## config.mk

```make
export PLATFORM = sky130hd
export DESIGN_NAME = rd_return_tracker
export DESIGN_NICKNAME = d
export VERILOG_FILES = /design/src/rtl/rrt_pkg.sv /design/src/rtl/rrt_cmd_decode.sv /design/src/rtl/rrt_mode_regs.sv /design/src/rtl/rrt_return_line.sv /design/src/rtl/rd_return_tracker.sv
export SDC_FILE = /design/constraint.sdc
export NUM_CORES = 1
export LEC_CHECK = 0
export ABC_CLOCK_PERIOD_IN_PS = 4450
export CORE_MARGIN = 3
export CORE_UTILIZATION = 50
export DETAILED_ROUTE_END_ITERATION = 10
export PLACE_DENSITY = 0.69
export SLEW_MARGIN = 25
export SYNTH_ARGS = -nofsm -noshare
export SYNTH_HDL_FRONTEND = slang
export SYNTH_SLANG_ARGS = --single-unit
```

## constraint.sdc

```tcl
create_clock -name clk -period 4.45 [get_ports clk]
set_input_delay 0.89 -clock clk [delete_from_list [all_inputs] [get_ports clk]]
set_output_delay 0.89 -clock clk [all_outputs]
set_load 0.03 [all_outputs]
```

## src/rtl/rrt_pkg.sv

```systemverilog
package rrt_pkg;
  typedef enum logic [2:0] {
    CMD_DESEL,
    CMD_NOP,
    CMD_MRS,
    CMD_READ,
    CMD_OTHER
  } cmd_t;

  function automatic cmd_t decode_cmd(input logic cs_n, input logic ras_n,
                                      input logic cas_n, input logic we_n);
    cmd_t c;
    if (cs_n) c = CMD_DESEL;
    else begin
      case ({ras_n, cas_n, we_n})
        3'b111:  c = CMD_NOP;
        3'b000:  c = CMD_MRS;
        3'b101:  c = CMD_READ;
        default: c = CMD_OTHER;
      endcase
    end
    return c;
  endfunction
endpackage

```

## src/rtl/rrt_cmd_decode.sv

```systemverilog
module rrt_cmd_decode
  import rrt_pkg::*;
#(
  parameter int BA_W = 3
) (
  input  logic            cs_n,
  input  logic            ras_n,
  input  logic            cas_n,
  input  logic            we_n,
  input  logic [BA_W-1:0] ba,
  output logic            is_read,
  output logic            is_mrs,
  output logic [2:0]      mr_sel
);
  cmd_t cmd;

  always_comb begin
    cmd     = decode_cmd(cs_n, ras_n, cas_n, we_n);
    is_read = (cmd == CMD_READ);
    is_mrs  = (cmd == CMD_MRS);
    for (int m = 0; m < 3; m++) begin
      mr_sel[m] = (ba == BA_W'(m));
    end
  end
endmodule

```

## src/rtl/rrt_mode_regs.sv

```systemverilog
module rrt_mode_regs #(
  parameter int ADDR_W  = 14,
  parameter int CL_W    = 3,
  parameter int CWL_W   = 3,
  parameter int CL_BASE = 4,
  parameter int CWL_BASE = 5,
  parameter int DEF_CL  = 6,
  parameter int DEF_CWL = 6,
  parameter int OFF_CL  = 6,
  parameter int OFF_CWL = 6,
  parameter int LAT_W   = 5
) (
  input  logic              clk,
  input  logic              rst_n,
  input  logic              mrs_we,
  input  logic [2:0]        mr_sel,
  input  logic [ADDR_W-1:0] addr,
  output logic [LAT_W-1:0]  rd_lat,
  output logic              dll_off,
  output logic              cfg_err
);
  localparam int CL_LSB  = 4;
  localparam int AL_LSB  = 3;
  localparam int CWL_LSB = 3;
  localparam int DLL_BIT = 0;
  localparam int LAT_MAX = 2 * (CL_BASE + (1 << CL_W) - 1) - 1;
  localparam logic [CL_W-1:0]  DEF_CL_F  = CL_W'(DEF_CL - CL_BASE);
  localparam logic [CWL_W-1:0] DEF_CWL_F = CWL_W'(DEF_CWL - CWL_BASE);
  localparam logic [CL_W-1:0]  OFF_CL_F  = CL_W'(OFF_CL - CL_BASE);
  localparam logic [CWL_W-1:0] OFF_CWL_F = CWL_W'(OFF_CWL - CWL_BASE);

  logic [CL_W-1:0]  cl_f;
  logic [CWL_W-1:0] cwl_f;
  logic [1:0]       al_f;
  logic             dll_q;
  logic [LAT_W-1:0] cl_val, al_val;

  always_ff @(posedge clk) begin
    if (!rst_n) begin
      cl_f  <= DEF_CL_F;
      cwl_f <= DEF_CWL_F;
      al_f  <= 2'd0;
      dll_q <= 1'b0;
    end else if (mrs_we) begin
      if (mr_sel[0]) cl_f <= addr[CL_LSB +: CL_W];
      if (mr_sel[1]) begin
        al_f  <= addr[AL_LSB +: 2];
        dll_q <= addr[DLL_BIT];
      end
      if (mr_sel[2]) cwl_f <= addr[CWL_LSB +: CWL_W];
    end
  end

  always_comb begin
    cl_val = LAT_W'(CL_BASE) + LAT_W'(cl_f);
    case (al_f)
      2'd1:    al_val = cl_val - LAT_W'(1);
      2'd2:    al_val = cl_val - LAT_W'(2);
      default: al_val = '0;
    endcase
    rd_lat  = al_val + cl_val - LAT_W'(dll_q);
    dll_off = dll_q;
    cfg_err = dll_q && ((cl_f != OFF_CL_F) || (cwl_f != OFF_CWL_F));
  end

  assert_hold_without_mrs_R2: assert property (@(posedge clk) disable iff (!rst_n)
    !mrs_we |=> $stable({cl_f, al_f, cwl_f, dll_q}));

  assert_lat_in_range_R6: assert property (@(posedge clk) disable iff (!rst_n)
    (rd_lat >= LAT_W'(CL_BASE - 1)) && (rd_lat <= LAT_W'(LAT_MAX)));
endmodule

```

## src/rtl/rrt_return_line.sv

```systemverilog
module rrt_return_line #(
  parameter int LAT_MAX   = 21,
  parameter int LAT_W     = 5,
  parameter int BURST_LEN = 8
) (
  input  logic                         clk,
  input  logic                         rst_n,
  input  logic                         start,
  input  logic [LAT_W-1:0]             lat,
  output logic                         rd_valid,
  output logic [$clog2(BURST_LEN)-1:0] rd_beat
);
  localparam int BCLK   = BURST_LEN / 2;
  localparam int PH_W   = $clog2(BCLK);
  localparam int BEAT_W = $clog2(BURST_LEN);
  localparam int SLOTS  = LAT_MAX + BCLK;
  localparam int SW     = $clog2(SLOTS + BCLK + 1) + 1;
  localparam logic [BEAT_W-1:0] LAST_BEAT = BEAT_W'(BURST_LEN - 2);

  logic            vld [SLOTS];
  logic [PH_W-1:0] ph  [SLOTS];
  logic [SW-1:0]   lat_ext;

  assign lat_ext = SW'(lat);

  for (genvar i = 0; i < SLOTS; i++) begin : g_slot
    localparam logic [SW-1:0] IDX = SW'(i);
    logic            hit;
    logic            nxt_v;
    logic [PH_W-1:0] nxt_p;

    assign hit = start && (IDX >= lat_ext) && (IDX < lat_ext + SW'(BCLK));

    if (i == SLOTS - 1) begin : g_tail
      assign nxt_v = 1'b0;
      assign nxt_p = '0;
    end else begin : g_body
      assign nxt_v = vld[i+1];
      assign nxt_p = ph[i+1];
    end

    always_ff @(posedge clk) begin
      if (!rst_n) begin
        vld[i] <= 1'b0;
        ph[i]  <= '0;
      end else if (hit) begin
        vld[i] <= 1'b1;
        ph[i]  <= PH_W'(IDX - lat_ext);
      end else begin
        vld[i] <= nxt_v;
        ph[i]  <= nxt_p;
      end
    end
  end

  assign rd_valid = vld[0];
  assign rd_beat  = vld[0] ? {ph[0], 1'b0} : '0;

  assert_burst_opens_at_zero_R8: assert property (@(posedge clk) disable iff (!rst_n)
    (rd_valid && !$past(rd_valid)) |-> (rd_beat == '0));

  assert_burst_steps_R8: assert property (@(posedge clk) disable iff (!rst_n)
    (rd_valid && (rd_beat != LAST_BEAT)) |=>
      (rd_valid && ((rd_beat == $past(rd_beat) + BEAT_W'(2)) || (rd_beat == '0))));
endmodule

```

## src/rtl/rd_return_tracker.sv

```systemverilog
module rd_return_tracker #(
  parameter int ADDR_W    = 14,
  parameter int BA_W      = 3,
  parameter int CL_W      = 3,
  parameter int CWL_W     = 3,
  parameter int BURST_LEN = 8
) (
  input  logic                         clk,
  input  logic                         rst_n,
  input  logic                         cs_n,
  input  logic                         ras_n,
  input  logic                         cas_n,
  input  logic                         we_n,
  input  logic [BA_W-1:0]              ba,
  input  logic [ADDR_W-1:0]            addr,
  output logic                         rd_valid,
  output logic [$clog2(BURST_LEN)-1:0] rd_beat,
  output logic                         cfg_err,
  output logic                         dll_off
);
  localparam int CL_BASE = 4;
  localparam int LAT_MAX = 2 * (CL_BASE + (1 << CL_W) - 1) - 1;
  localparam int LAT_W   = $clog2(LAT_MAX + 1);

  logic            is_read, is_mrs;
  logic [2:0]      mr_sel;
  logic [LAT_W-1:0] rd_lat;

  rrt_cmd_decode #(.BA_W(BA_W)) u_dec (
    .cs_n(cs_n), .ras_n(ras_n), .cas_n(cas_n), .we_n(we_n), .ba(ba),
    .is_read(is_read), .is_mrs(is_mrs), .mr_sel(mr_sel)
  );

  rrt_mode_regs #(
    .ADDR_W(ADDR_W), .CL_W(CL_W), .CWL_W(CWL_W), .CL_BASE(CL_BASE),
    .CWL_BASE(5), .DEF_CL(6), .DEF_CWL(6), .OFF_CL(6), .OFF_CWL(6),
    .LAT_W(LAT_W)
  ) u_regs (
    .clk(clk), .rst_n(rst_n), .mrs_we(is_mrs), .mr_sel(mr_sel), .addr(addr),
    .rd_lat(rd_lat), .dll_off(dll_off), .cfg_err(cfg_err)
  );

  rrt_return_line #(
    .LAT_MAX(LAT_MAX), .LAT_W(LAT_W), .BURST_LEN(BURST_LEN)
  ) u_line (
    .clk(clk), .rst_n(rst_n), .start(is_read), .lat(rd_lat),
    .rd_valid(rd_valid), .rd_beat(rd_beat)
  );

  assert_deselect_keeps_mode_R3: assert property (@(posedge clk) disable iff (!rst_n)
    cs_n |=> ($stable(dll_off) && $stable(cfg_err)));

  assert_err_only_dll_off_R10: assert property (@(posedge clk) disable iff (!rst_n)
    cfg_err |-> dll_off);
endmodule

```

; ---- Word-level counts from Yosys, hierarchy flattened
; Memories as Yosys holds them, arrays and structs flattened.
; Cells that the tools add are included.
[op_classes]
bitwise_logic = 100
n_reduce_logical = 57
n_mux = 255
add_sub_neg = 31
eq_ne = 10
n_lt_le_gt_ge = 50
[ops]
columns = operator, n
row1 = 1-bit two-way mux, 201
row2 = 2-bit two-way mux, 50
row3 = 1-bit OR, 100
row4 = 5-bit by 6-bit < comparator with 1-bit output (first input constant), 9
row5 = 1-bit logical AND, 51
row6 = 4-bit by 6-bit < comparator with 1-bit output (first input constant), 8
row7 = 5-bit >= comparator (first input constant), 9
row8 = 4-bit by 5-bit >= comparator with 1-bit output (first input constant), 8
row9 = 1-bit by 2-bit subtractor with 2-bit output (first input constant), 13
row10 = 3-bit by 6-bit < comparator with 1-bit output (first input constant), 4
row11 = 2-bit subtractor (first input constant), 12
row12 = 3-bit by 5-bit >= comparator with 1-bit output (first input constant), 4
row13 = 1-bit by 6-bit < comparator with 1-bit output (first input constant), 2
row14 = 2-bit by 6-bit < comparator with 1-bit output (first input constant), 2
row15 = 1-bit by 5-bit >= comparator with 1-bit output (first input constant), 2
row16 = 2-bit by 5-bit >= comparator with 1-bit output (first input constant), 2
row17 = 5-bit case mux with 2 select lines, 1
row18 = 3-bit by 2-bit == test with 1-bit output (second input constant), 3
row19 = 3-bit case mux with 3 select lines, 1
row20 = 5-bit by 3-bit adder with 6-bit output (second input constant), 1
row21 = 3-bit == test (second input constant), 2
row22 = 3-bit zero test, 2
row23 = 3-bit two-way mux, 2
row24 = 2-bit AND reduction, 3
row25 = other kinds (11), 11
[word_totals]
regBits = 9
wordCells = 509
memories = 2
mem_bits_rw = 75
in_bits = 23
[memory_table]
columns = name, words, width, read_ports, rd_ports_with_merged_regs, write_ports, line
row1 = u_line.ph, 25, 2, 25, 0, 25, rrt_return_line.sv:21  ; logic [PH_W-1:0] ph [SLOTS];
row2 = u_line.vld, 25, 1, 25, 0, 25, rrt_return_line.sv:20  ; logic vld [SLOTS];

; ---- Depth between registers and ports, before layout
[depth]
ltp_word = 13
mapped_depth = 20
ltp_nobuf = 19

; ---- Modules after synthesis
; From an unflattened synthesis, not the netlist that was laid out.
[hier_totals]
cells_unflattened = 449
area_unflattened_um2 = 4794.6
[modules_own_cells]
columns = mod, instances, cells_each, area_per_inst_um2
row1 = rrt_return_line, 1, 350, 3977.6
row2 = rrt_mode_regs, 1, 94, 772.0
row3 = rrt_cmd_decode, 1, 5, 45.0

; ---- Worst setup path before layout
; No wires, ideal clock.
[synth_path]
path_type = register to register
from = register u_regs.cl_f[2]
to = memory u_line.vld[19][0] (netlist: u_line.vld[1][3]), data pin
path_slack_ns = 0.606
synth_period_minus_slack_ns = 3.844
path_stages_with_launch = 20
t_arrival_ns = 3.590
setup_ns = 0.254
path_buffers = 2
cell_sequence = dfxtp_1 -> ha_1 -> nand2_1 -> nand2_1 -> xnor2_1 -> a22oi_1 -> or2_2 -> ha_1 -> inv_1 -> ha_1 -> inv_2 -> xnor2_4 -> inv_2 -> ha_1 -> clkbuf_1 -> clkbuf_1 -> nor3_1 -> a211oi_1 -> a21oi_1 -> o21a_1
[synth_rtl]
columns = item, line
row1 = start: declaration, rrt_mode_regs.sv:32  ; logic [CL_W-1:0] cl_f;
row2 = start signal: assignment, rrt_mode_regs.sv:45  ; if (mr_sel[0]) cl_f <= addr[CL_LSB +: CL_W];
row3 = end: declaration, rrt_return_line.sv:20

==> metrics <==
Final Net Count=581; clock sinks=84; Worst Hold Depth=1; Fin Setup TNS=0 ns; Gate power share=7.5%; outcome=complete, no violations; peak supply drop=160 uV; Clock power frac=a little over a third; fin cells=669; reg2reg start=u_regs.cl_f[1]; cts hold-fix bufs=0; max-cap viol count=0; drt first-iter violations=294; fin. max-slew vios=0; CTS tree=built; final wirelength=approximately 10,000 um; critical-path cell list=inv_1 > ha_1 > nand2_1 > nand2_1 > xnor2_1 > a22oi_1 > or2_2 > ha_1 > inv_1 > ha_1 > inv_2 > xnor2_4 > buf_4 > ha_1 > nand2b_1 > nand3_1 > a211oi_1 > buf_4 > mux2i_1; kind of critical path=register to register; most used cell, CP=ha_1; vias per inst=5.21; clk_lat worst skew=0.36 ns; WL/cell=around 16 um; Sequential Power Share=57.5%; Synth Warn #=0; global-route wire length before repair=~17,000 um; CTS H-tree depth=3; CP max stage cell=dfxtp_1; final hold slack=0.467 ns; die height=104 um; Hold Path Class=register to register; Critical Path RT=4.64 ns; Slew @ Worst Pin=roughly 0.64 ns; routability cong.=0.917; I/O pin count=29; reg2reg setup slack=0.39 ns; TritonCTS Buffers=9; placed cells=about 650; Hold Startpoint=u_line.vld[1][1]; Leak Pwr=2.14 nW; die area=0.0109 mm2; Mean Syn Cell Area=roughly 11 um2; RSZ-0062 raised after global routing=no; Net Sw Frac=between 20% and 30%; Final min period=4.06 ns; layout cells sized above 1=10.2%; PwrDens=around 280 mW/mm2; port bufs=18; Antenna Cells=0; Cell Area, Synth=between 0.004 and 0.005 mm2; worst hold path endpoint=u_line.vld[1][0]; commonest non-fill, non-tap cell in the layout=conb_1; final period utilization=91.3%; vias in the first global route=3,477; #FFs+latches synth=84; FP Rows=35; Final ANT Viol Nets=0; Initial Utilization=51.9%; Vias=3,483; internal power=0.00121 W; NetSw=0.000377 W; initial antenna violation count=0; Synth Instances=437; post-synthesis sequential area ratio=50.1%; Clock Tree Buf Depth=2; DIE WIDTH=around 100 um; fillcell total=831; Startpoint Class=register; Main synth FF type=edfxtp_1; R2R Path End=u_line.ph[1][2]; clock root cell=clkbuf_8; DRT Pass-1 Iters=5; most frequent cells in the layout=conb_1, edfxtp_1, nand2_1, mux2i_1, inv_1; Final Hold Fails=0; core area=between 0.009 and 0.01 mm2; final setup vio count=0; synth unique cells=63; slew margin rel.=a little under three fifths; largest net degree at the start of global routing=56; Worst EP arrival=4.25 ns; GRT Residual Overflow=0; EDFF count, synth=74; Syn-to-layout area delta=17.7%; Reg2Reg Depth=19; final core occ=61.1%; clk slew on worst S/H paths=0.10 ns; hpwl dp=7580 um; clk_skew=0.0204 ns; gr usage total=between 20% and 30%; number of setup buffers added after CTS=0; critical path's largest stage delay=0.42 ns; Max FO, Critical Path=8; # resized after CTS=0; CP Capture Type=register; f_max=246 MHz; number of remaining DRC errors=0; FFs w/ async S/R, synth=0%
[per-layer routing]
layer / track usage [%] / wire length, um / up-vias
met5: 0 / 0 / -
met4: 8.17 / 294 / 0
met3: 4.03 / 646 / 26
met2: 32.5 / 4860 / 131
met1: 27.1 / 4650 / 1623
li1: - / - / 1703
[power by group through the flow]
stage,clock (W),combinational [W],sequential [W]
after floorplan,0,0.0000790,0.000928
after CTS,0.000573,0.000118,0.000914
after global routing,0.000606,0.000135,0.000918
after detailed placement,0,0.000117,0.000932
final,0.000557,0.000120,0.000914
after global placement,0,0.000115,0.000931
[sequential cells by signal (all words and copies together), names as in the netlist]
signal and cells:
u_line.ph 50, u_line.vld 25, u_regs.cl_f 3, u_regs.cwl_f 3, u_regs.al_f 2, u_regs.dll_off 1
[layout make-up]
type / instances / area [um2] / share of cell area (%)
Multi-Input combinational cell: 378 / 2510 / 44.0
Sequential cell: 84 / 2420 / 42.5
Timing Repair Buffer: 35 / 303 / 5.32
Tap cell: 129 / 161 / 2.83
Clock buffer: 10 / 128 / 2.24
Inverter: 27 / 101 / 1.78
Clock inverter: 6 / 71.3 / 1.25
[cell usage after synthesis (all sizes together), types with 2 or more instances]
master	instances	area (um2)
a2111oi	2	36.3
a211oi	8	60.1
a21boi	5	37.5
a21o	3	30.0
a21oi	13	87.6
a221oi	2	23.8
a22oi	4	30.0
and2	2	12.5
and3	2	12.5
buf	6	38.8
clkbuf	15	56.3
conb	2	7.51
dfxtp	10	200
edfxtp	74	2220
ha	22	275
inv	26	97.6
mux2i	50	500
nand2	62	233
nand2b	5	31.3
nand3	8	40.0
nand3b	2	15.0
nor2	16	60.1
nor2b	16	100
nor3	11	65.1
nor3b	7	52.6
nor4	4	25.0
o211ai	2	15.0
o21a	20	150
o21ai	7	35.0
o22ai	2	12.5
o2bb2ai	2	17.5
or2	2	12.5
or3	4	25.0
xnor2	4	61.3
xor2	2	25.0
[worst max path at each step]
| stage | slack (ns) | start | to |
|---|---|---|---|
| 2_1_floorplan | 0.61 | u_regs.cl_f[2] | u_line.vld[1][3] |
| 3_3_place_gp | 0.34 | u_regs.cl_f[2] | u_line.ph[0][13] |
| 3_5_place_dp | 0.36 | u_regs.cl_f[2] | u_line.ph[0][13] |
| 4_1_cts | 0.30 | u_regs.cl_f[1] | u_line.ph[0][13] |
| 5_1_grt | 0.02 | u_regs.cl_f[1] | u_line.ph[1][0] |
| 6_report | 0.39 | u_regs.cl_f[1] | u_line.ph[1][2] |
[metrics by stage]
step	worst slack [ns]	power (W)	instance area, um2
6_report	0.388	0.00159	5700
2_1_floorplan	0.606	0.00101	5110
5_1_grt	0.0217	0.00166	5700
3_5_place_dp	0.359	0.00105	5480
3_3_place_gp	0.338	0.00105	5480
4_1_cts	0.299	0.00161	5680
[logic make-up after synthesis]
logic type | count (synthesis) | share of synthesized area (%)
compound gates | 79 | 12.7
xor+xnor | 6 | 1.78
fa+ha+maj | 23 | 6.10
buf+inv | 48 | 4.06
flops | 84 | 50.1
mux | 50 | 10.3
other cells | 2 | 0.155
simple gates | 145 | 14.8
[critical path, delay by kind of cell (launching register included)]
kind | cells | cell delay [ns]
AOI/OAI and AO/OA | 2 | 0.39
DFF | 1 | 0.42
buffers and inverters | 5 | 0.68
adders and majority gates | 4 | 1.16
and+or+nand+nor | 5 | 0.62
muxes | 1 | 0.19
xor gates and xnor gates | 2 | 0.43
(Power assumes the default switching activity.)
